## config.mk

```make
export PLATFORM = sky130hd
export DESIGN_NAME = rtc_serial_slave
export DESIGN_NICKNAME = d
export VERILOG_FILES = /design/src/rtl/rtcs_pkg.sv /design/src/rtl/rtcs_edge.sv /design/src/rtl/rtcs_frame.sv /design/src/rtl/rtcs_store.sv /design/src/rtl/rtc_serial_slave.sv
export SDC_FILE = /design/constraint.sdc
export NUM_CORES = 1
export LEC_CHECK = 0
export ABC_AREA = 1
export BUFFER_PORTS_ARGS = -buffer_cell sky130_fd_sc_hd__buf_2
export CAP_MARGIN = 20
export CELL_PAD_IN_SITES_DETAIL_PLACEMENT = 1
export CELL_PAD_IN_SITES_GLOBAL_PLACEMENT = 1
export CORE_UTILIZATION = 47
export DETAILED_ROUTE_END_ITERATION = 16
export PLACE_DENSITY = 0.85
export SLEW_MARGIN = 10
export SYNTH_ARGS = -nofsm -noshare
export SYNTH_HDL_FRONTEND = slang
export SYNTH_HIERARCHICAL = 1
export SYNTH_SLANG_ARGS = --single-unit
```

## constraint.sdc

```tcl
create_clock -name clk -period 3.05 [get_ports clk]
set_clock_uncertainty 0.2 [all_clocks]
set_input_delay 0.1525 -clock clk [delete_from_list [all_inputs] [get_ports clk]]
set_output_delay 0.1525 -clock clk [all_outputs]
set_load 0.02 [all_outputs]
```

## src/rtl/rtcs_pkg.sv

```systemverilog
package rtcs_pkg;
  localparam int BYTE_W     = 8;
  localparam int FRAME_BITS = 2 * BYTE_W;
  localparam int CNT_W      = $clog2(FRAME_BITS + 1);
  localparam int IDX_W      = $clog2(BYTE_W);
  localparam int ADDR_W     = 5;
  localparam int RAM_DEPTH  = 1 << ADDR_W;

  localparam logic [BYTE_W-1:0] STAT_RD_CODE  = 8'h30;
  localparam logic [BYTE_W-1:0] CTRL_WR_CODE  = 8'hB1;
  localparam logic [BYTE_W-1:0] STAT_CLR_MASK = 8'h18;
  localparam int                CTRL_CLR_BIT  = 2;

  typedef enum logic [2:0] {
    OP_RAM_RD,
    OP_RAM_WR,
    OP_STAT_RD,
    OP_CTRL_WR,
    OP_NONE
  } op_kind_e;

  function automatic op_kind_e classify(input logic [BYTE_W-1:0] c);
    op_kind_e k;
    if (c[7:5] == 3'b000)       k = OP_RAM_RD;
    else if (c[7:5] == 3'b100)  k = OP_RAM_WR;
    else if (c == STAT_RD_CODE) k = OP_STAT_RD;
    else if (c == CTRL_WR_CODE) k = OP_CTRL_WR;
    else                        k = OP_NONE;
    return k;
  endfunction
endpackage

```

## src/rtl/rtcs_edge.sv

```systemverilog
module rtcs_edge (
  input  logic clk,
  input  logic rst_n,
  input  logic sclk_i,
  output logic fall_o
);
  logic sclk_q;

  always_ff @(posedge clk or negedge rst_n) begin
    if (!rst_n) sclk_q <= 1'b0;
    else        sclk_q <= sclk_i;
  end

  assign fall_o = sclk_q & ~sclk_i;
endmodule

```

## src/rtl/rtcs_frame.sv

```systemverilog
module rtcs_frame
  import rtcs_pkg::*;
(
  input  logic              clk,
  input  logic              rst_n,
  input  logic              ce_i,
  input  logic              fall_i,
  input  logic              sdi_i,
  output logic [CNT_W-1:0]  cnt_o,
  output logic [BYTE_W-1:0] cmd_o,
  output logic              commit_o,
  output logic [BYTE_W-1:0] wbyte_o
);
  localparam logic [CNT_W-1:0] LAST_BIT  = CNT_W'(FRAME_BITS - 1);
  localparam logic [CNT_W-1:0] FULL_CNT  = CNT_W'(FRAME_BITS);
  localparam logic [CNT_W-1:0] CMD_BITS  = CNT_W'(BYTE_W);

  logic [CNT_W-1:0]  cnt_q, cnt_d;
  logic [BYTE_W-1:0] cmd_q, cmd_d;
  logic [BYTE_W-1:0] dat_q, dat_d;
  logic              step;

  assign step = ce_i & fall_i & (cnt_q < FULL_CNT);

  always_comb begin
    cnt_d = cnt_q;
    cmd_d = cmd_q;
    dat_d = dat_q;
    if (!ce_i) begin
      cnt_d = '0;
      cmd_d = '0;
      dat_d = '0;
    end else if (step) begin
      cnt_d = cnt_q + 1'b1;
      if (cnt_q < CMD_BITS) cmd_d = {cmd_q[BYTE_W-2:0], sdi_i};
      else                  dat_d = {dat_q[BYTE_W-2:0], sdi_i};
    end
  end

  always_ff @(posedge clk or negedge rst_n) begin
    if (!rst_n) begin
      cnt_q <= '0;
      cmd_q <= '0;
      dat_q <= '0;
    end else begin
      cnt_q <= cnt_d;
      cmd_q <= cmd_d;
      dat_q <= dat_d;
    end
  end

  assign cnt_o    = cnt_q;
  assign cmd_o    = cmd_q;
  assign commit_o = step & (cnt_q == LAST_BIT);
  assign wbyte_o  = {dat_q[BYTE_W-2:0], sdi_i};
endmodule

```

## src/rtl/rtcs_store.sv

```systemverilog
module rtcs_store
  import rtcs_pkg::*;
#(
  parameter logic [7:0] STATUS_INIT = 8'h90
) (
  input  logic              clk,
  input  logic              rst_n,
  input  logic [CNT_W-1:0]  cnt_i,
  input  logic [BYTE_W-1:0] cmd_i,
  input  logic              commit_i,
  input  logic [BYTE_W-1:0] wbyte_i,
  output logic              sdo_o,
  output logic              irq_clr_o
);
  localparam logic [CNT_W-1:0] DATA_LO = CNT_W'(BYTE_W);
  localparam logic [CNT_W-1:0] DATA_HI = CNT_W'(FRAME_BITS);

  op_kind_e          kind;
  logic [ADDR_W-1:0] addr;
  logic [BYTE_W-1:0] mem_q [RAM_DEPTH];
  logic [BYTE_W-1:0] stat_q, stat_d;
  logic              irq_q, irq_d;
  logic [BYTE_W-1:0] rd_byte;
  logic              mem_we;
  logic              in_data;
  logic [IDX_W-1:0]  sel;

  assign kind   = classify(cmd_i);
  assign addr   = cmd_i[ADDR_W-1:0];
  assign mem_we = commit_i & (kind == OP_RAM_WR);

  always_ff @(posedge clk or negedge rst_n) begin
    if (!rst_n) begin
      for (int i = 0; i < RAM_DEPTH; i++) mem_q[i] <= '0;
    end else if (mem_we) begin
      mem_q[addr] <= wbyte_i;
    end
  end

  always_comb begin
    stat_d = stat_q;
    irq_d  = 1'b0;
    if (commit_i && kind == OP_CTRL_WR && wbyte_i[CTRL_CLR_BIT]) begin
      stat_d = stat_q & ~STAT_CLR_MASK;
      irq_d  = 1'b1;
    end
  end

  always_ff @(posedge clk or negedge rst_n) begin
    if (!rst_n) begin
      stat_q <= STATUS_INIT;
      irq_q  <= 1'b0;
    end else begin
      stat_q <= stat_d;
      irq_q  <= irq_d;
    end
  end

  always_comb begin
    case (kind)
      OP_RAM_RD:  rd_byte = mem_q[addr];
      OP_STAT_RD: rd_byte = stat_q;
      default:    rd_byte = '0;
    endcase
  end

  assign in_data   = (cnt_i >= DATA_LO) && (cnt_i < DATA_HI);
  assign sel       = ~cnt_i[IDX_W-1:0];
  assign sdo_o     = in_data & rd_byte[sel];
  assign irq_clr_o = irq_q;
endmodule

```

## src/rtl/rtc_serial_slave.sv

```systemverilog
module rtc_serial_slave
  import rtcs_pkg::*;
#(
  parameter logic [7:0] STATUS_INIT = 8'h90
) (
  input  logic clk,
  input  logic rst_n,
  input  logic ce_i,
  input  logic sclk_i,
  input  logic sdi_i,
  output logic sdo_o,
  output logic irq_clr_o
);
  logic              fall;
  logic [CNT_W-1:0]  bit_cnt;
  logic [BYTE_W-1:0] cmd;
  logic              commit;
  logic [BYTE_W-1:0] wbyte;

  rtcs_edge u_edge (
    .clk    (clk),
    .rst_n  (rst_n),
    .sclk_i (sclk_i),
    .fall_o (fall)
  );

  rtcs_frame u_frame (
    .clk      (clk),
    .rst_n    (rst_n),
    .ce_i     (ce_i),
    .fall_i   (fall),
    .sdi_i    (sdi_i),
    .cnt_o    (bit_cnt),
    .cmd_o    (cmd),
    .commit_o (commit),
    .wbyte_o  (wbyte)
  );

  rtcs_store #(.STATUS_INIT(STATUS_INIT)) u_store (
    .clk       (clk),
    .rst_n     (rst_n),
    .cnt_i     (bit_cnt),
    .cmd_i     (cmd),
    .commit_i  (commit),
    .wbyte_i   (wbyte),
    .sdo_o     (sdo_o),
    .irq_clr_o (irq_clr_o)
  );
endmodule

```

==> impl_metrics.tcl <==
set metrics [dict create \
    slowest_stage "dfrtp_4" \
    remaining_drc_errors 0 \
    max_cap_violations 0 \
    grt_usage_pct 34.24 \
    wire_per_inst_um 23.00 \
    worst_slack_ns -0.2605 \
    fin_crit_sh_pct 108.5 \
    num_io_pins 7 \
    die_h_um 167.9 \
    nets 1744 \
    regArea_um2 6989 \
    path_common_cell "nand2_1" \
    end_kind "output pin" \
    slew_violations 0 \
    p_leak_nw 7.525 \
    fmax_mhz 302.1 \
    cp-start-kind "flip-flop" \
    tns_ns -0.2605 \
    drt-pass1-iter-count 6 \
    grt_pass1_vias 13200 \
    portBuffers 6 \
    dp_hpwl_um 25740 \
    p_clk_share_pct 47.7 \
    total_power_w 0.007747 \
    ir_drop_v 0.0005728 \
    gp_congestion 0.9028 \
    hp-class "input pin to async pin" \
    grt_pass1_wl_um 74420 \
    ys_types 22 \
    maxSlewHeadroom_pct 43.29 \
    placement.setup.worst_slack_ns 0.1410 \
    grt.overflow.total 0 \
    hold_viol_final 0 \
    syn_area_um2 12940 \
    syn_inst 1726 \
    wl_um 48250 \
    path_class "flip-flop to output pin" \
    cts_tree "built" \
    clock_path_buffers 3 \
    setup_viol 1 \
    drt_iter0_markers 1259 \
    via_count 12340 \
    fillers 3269 \
    p_sw_share_pct 22.71 \
    clkSinkCount 279 \
    multi_input_area_um2 5654 \
    vias_per_cell 5.884 \
    combPwrFrac_pct 4.4 \
    dieWidth_um 167.9 \
    clkSlewWorstSetupHoldPaths_ns 0.07 \
    cp_data_arrival_time_ns 2.96 \
    status "finished with violations" \
    p_switching_w 0.001760 \
    crit_required_ns 2.70 \
    min_period_ns 3.311 \
    p_int_w 0.005987 \
    dieArea_um2 28190 \
    cts-root-buf "clkbuf_16" \
    power_density_nw_per_um2 506.6 \
    start_util_pct 48.00 \
    fin_cells 2098 \
    drive_gt1_share_pct 12.58 \
    regToRegSetupSlack_ns 0.03 \
    violations "setup timing" \
    clk_latency_ns 0.56 \
    critPathMaxStageDelay_ns 0.54 \
    num_rows 60 \
    final_common_cell "nand2_1" \
    tightest_slew_ns 0.8498 \
    grt_max_degree 69 \
    antenna_left 0 \
    synthesis.nets 1733 \
    dp_cells 2011 \
    ys_warn_count 6 \
    seqPwrFrac_pct 47.9 \
    synth-seq-area-share_pct 53.97 \
    synth_seq_cells 279 \
    n_antenna_cell 0 \
    syn_avg_cell_area_um2 7.496 \
    core-area_um2 26950 \
    cts_buffers 31 \
    cts_max_level 1 \
    path_cells "clkinv_8, buf_12, buf_16, nand2_1, nand2_1, nand2_1, nand2_1, nand2_1, nand2_1, nor2_2, nand2_1, nand2_1, nand2_1, nand3_2, nand2_2, nor2_4, nor2_4, buf_6" \
    rsz0062_at_grt "yes" \
    crit_fanout 8 \
    final_cell_mix "nand2_1, dfrtp_1, o21ai_0" \
    antenna_found_initial 0 \
    area_growth_pct 18.21 \
]
final timing paths:
check                                  start                 end  depth (start not counted)
setup / recovery            u_frame/cmd_o[0]               sdo_o                         18
hold / removal                         rst_n  u_store/mem_q[249]                          3
setup reg to reg            u_frame/cnt_o[1]  u_store/mem_q[234]                         10
hold reg to reg            u_store/stat_q[4]   u_store/stat_q[4]                          2
max in group asynchronous              rst_n  u_store/mem_q[118]                          3
min in group clk                      sclk_i       u_edge/sclk_q                          2
routing by layer:
layer | routed length, µm | global-route usage [%] | part of all wire (%)
met1 | 19500 | 43.77 | 40
met2 | 22870 | 56.92 | 47
met3 | 3199 | 4.255 | 6.6
met4 | 2682 | 18.71 | 5.6
met5 | 0 | 0 | 0
state kept, by name, indices dropped and copies added, names as in the netlist:
name and cells:
u_edge/sclk_q 1, u_frame/cmd_o 8, u_frame/cnt_o 5, u_frame/dat_q 7, u_store/irq_clr_o 1, u_store/mem_q 256
u_store/stat_q 1
cell usage after synthesis, drive strengths merged:
library cell	n	area share (%)
nor3b	1	0.058
o21ai	265	10
nor4	1	0.048
nand4	3	0.15
nand3	50	1.9
inv	37	1.1
dfstp	1	0.20
buf	36	1.4
nand2	919	27
ha	2	0.19
clkbuf	70	2.0
a21oi	10	0.39
nor2	42	1.3
dfrtp	278	54
nor3	9	0.43
or2	2	0.097
area by class of cell:
cell class	count	area share [%]
flip-flops and latches	279	45.70
multi-input cells	1304	36.97
repair buffers	84	7.060
clock buffers	48	6.144
well taps	341	2.790
inverters	37	1.006
clock inverters	5	0.3273
stage by stage:
stage	utilization (%)	cell area [µm²]	hold WS, ns
finish	56.75	15290	0.04425
floorplan	-	12940	-0.3431
CTS	55.91	15070	0.05707
detailed placement	49.76	13410	-0.08063
global route	56.75	15290	0.06791
global placement	49.76	13410	-0.07360
timing repair:
| item | CTS | global route |
|---|---|---|
| hold buffers | 7 | 0 |
| gates cloned | 10 | 4 |
| gates resized for setup | 63 | 61 |
| endpoints found under the setup margin | 1 | 103 |
| pin swaps | 18 | 35 |
| setup buffers | 12 | 5 |
| endpoints found under the hold margin | 300 | 0 |
worst max-delay path, delay by kind of cell, from the launching register on:
kind | cells | cell delay, ns
buffers and inverters | 4 | 0.56
flip-flops | 1 | 0.54
AND/OR/NAND/NOR | 14 | 1.29
power groups by stage:
stage | logic, W | registers [W] | clock network, W
finish | 0.000343 | 0.00371 | 0.00369
global route | 0.000365 | 0.00371 | 0.00385
CTS | 0.000321 | 0.00371 | 0.00371
floorplan | 0.0000818 | 0.00378 | 0
global placement | 0.000228 | 0.00378 | 0
detailed placement | 0.000232 | 0.00378 | 0
cells by family after synthesis:
family / synth area share, %
and+or+nand+nor: 30.71
DFF: 53.97
AOI/OAI and AO/OA: 10.64
buffers and inverters: 4.487
adders and majority gates: 0.1934
(Power assumes the default switching activity.)
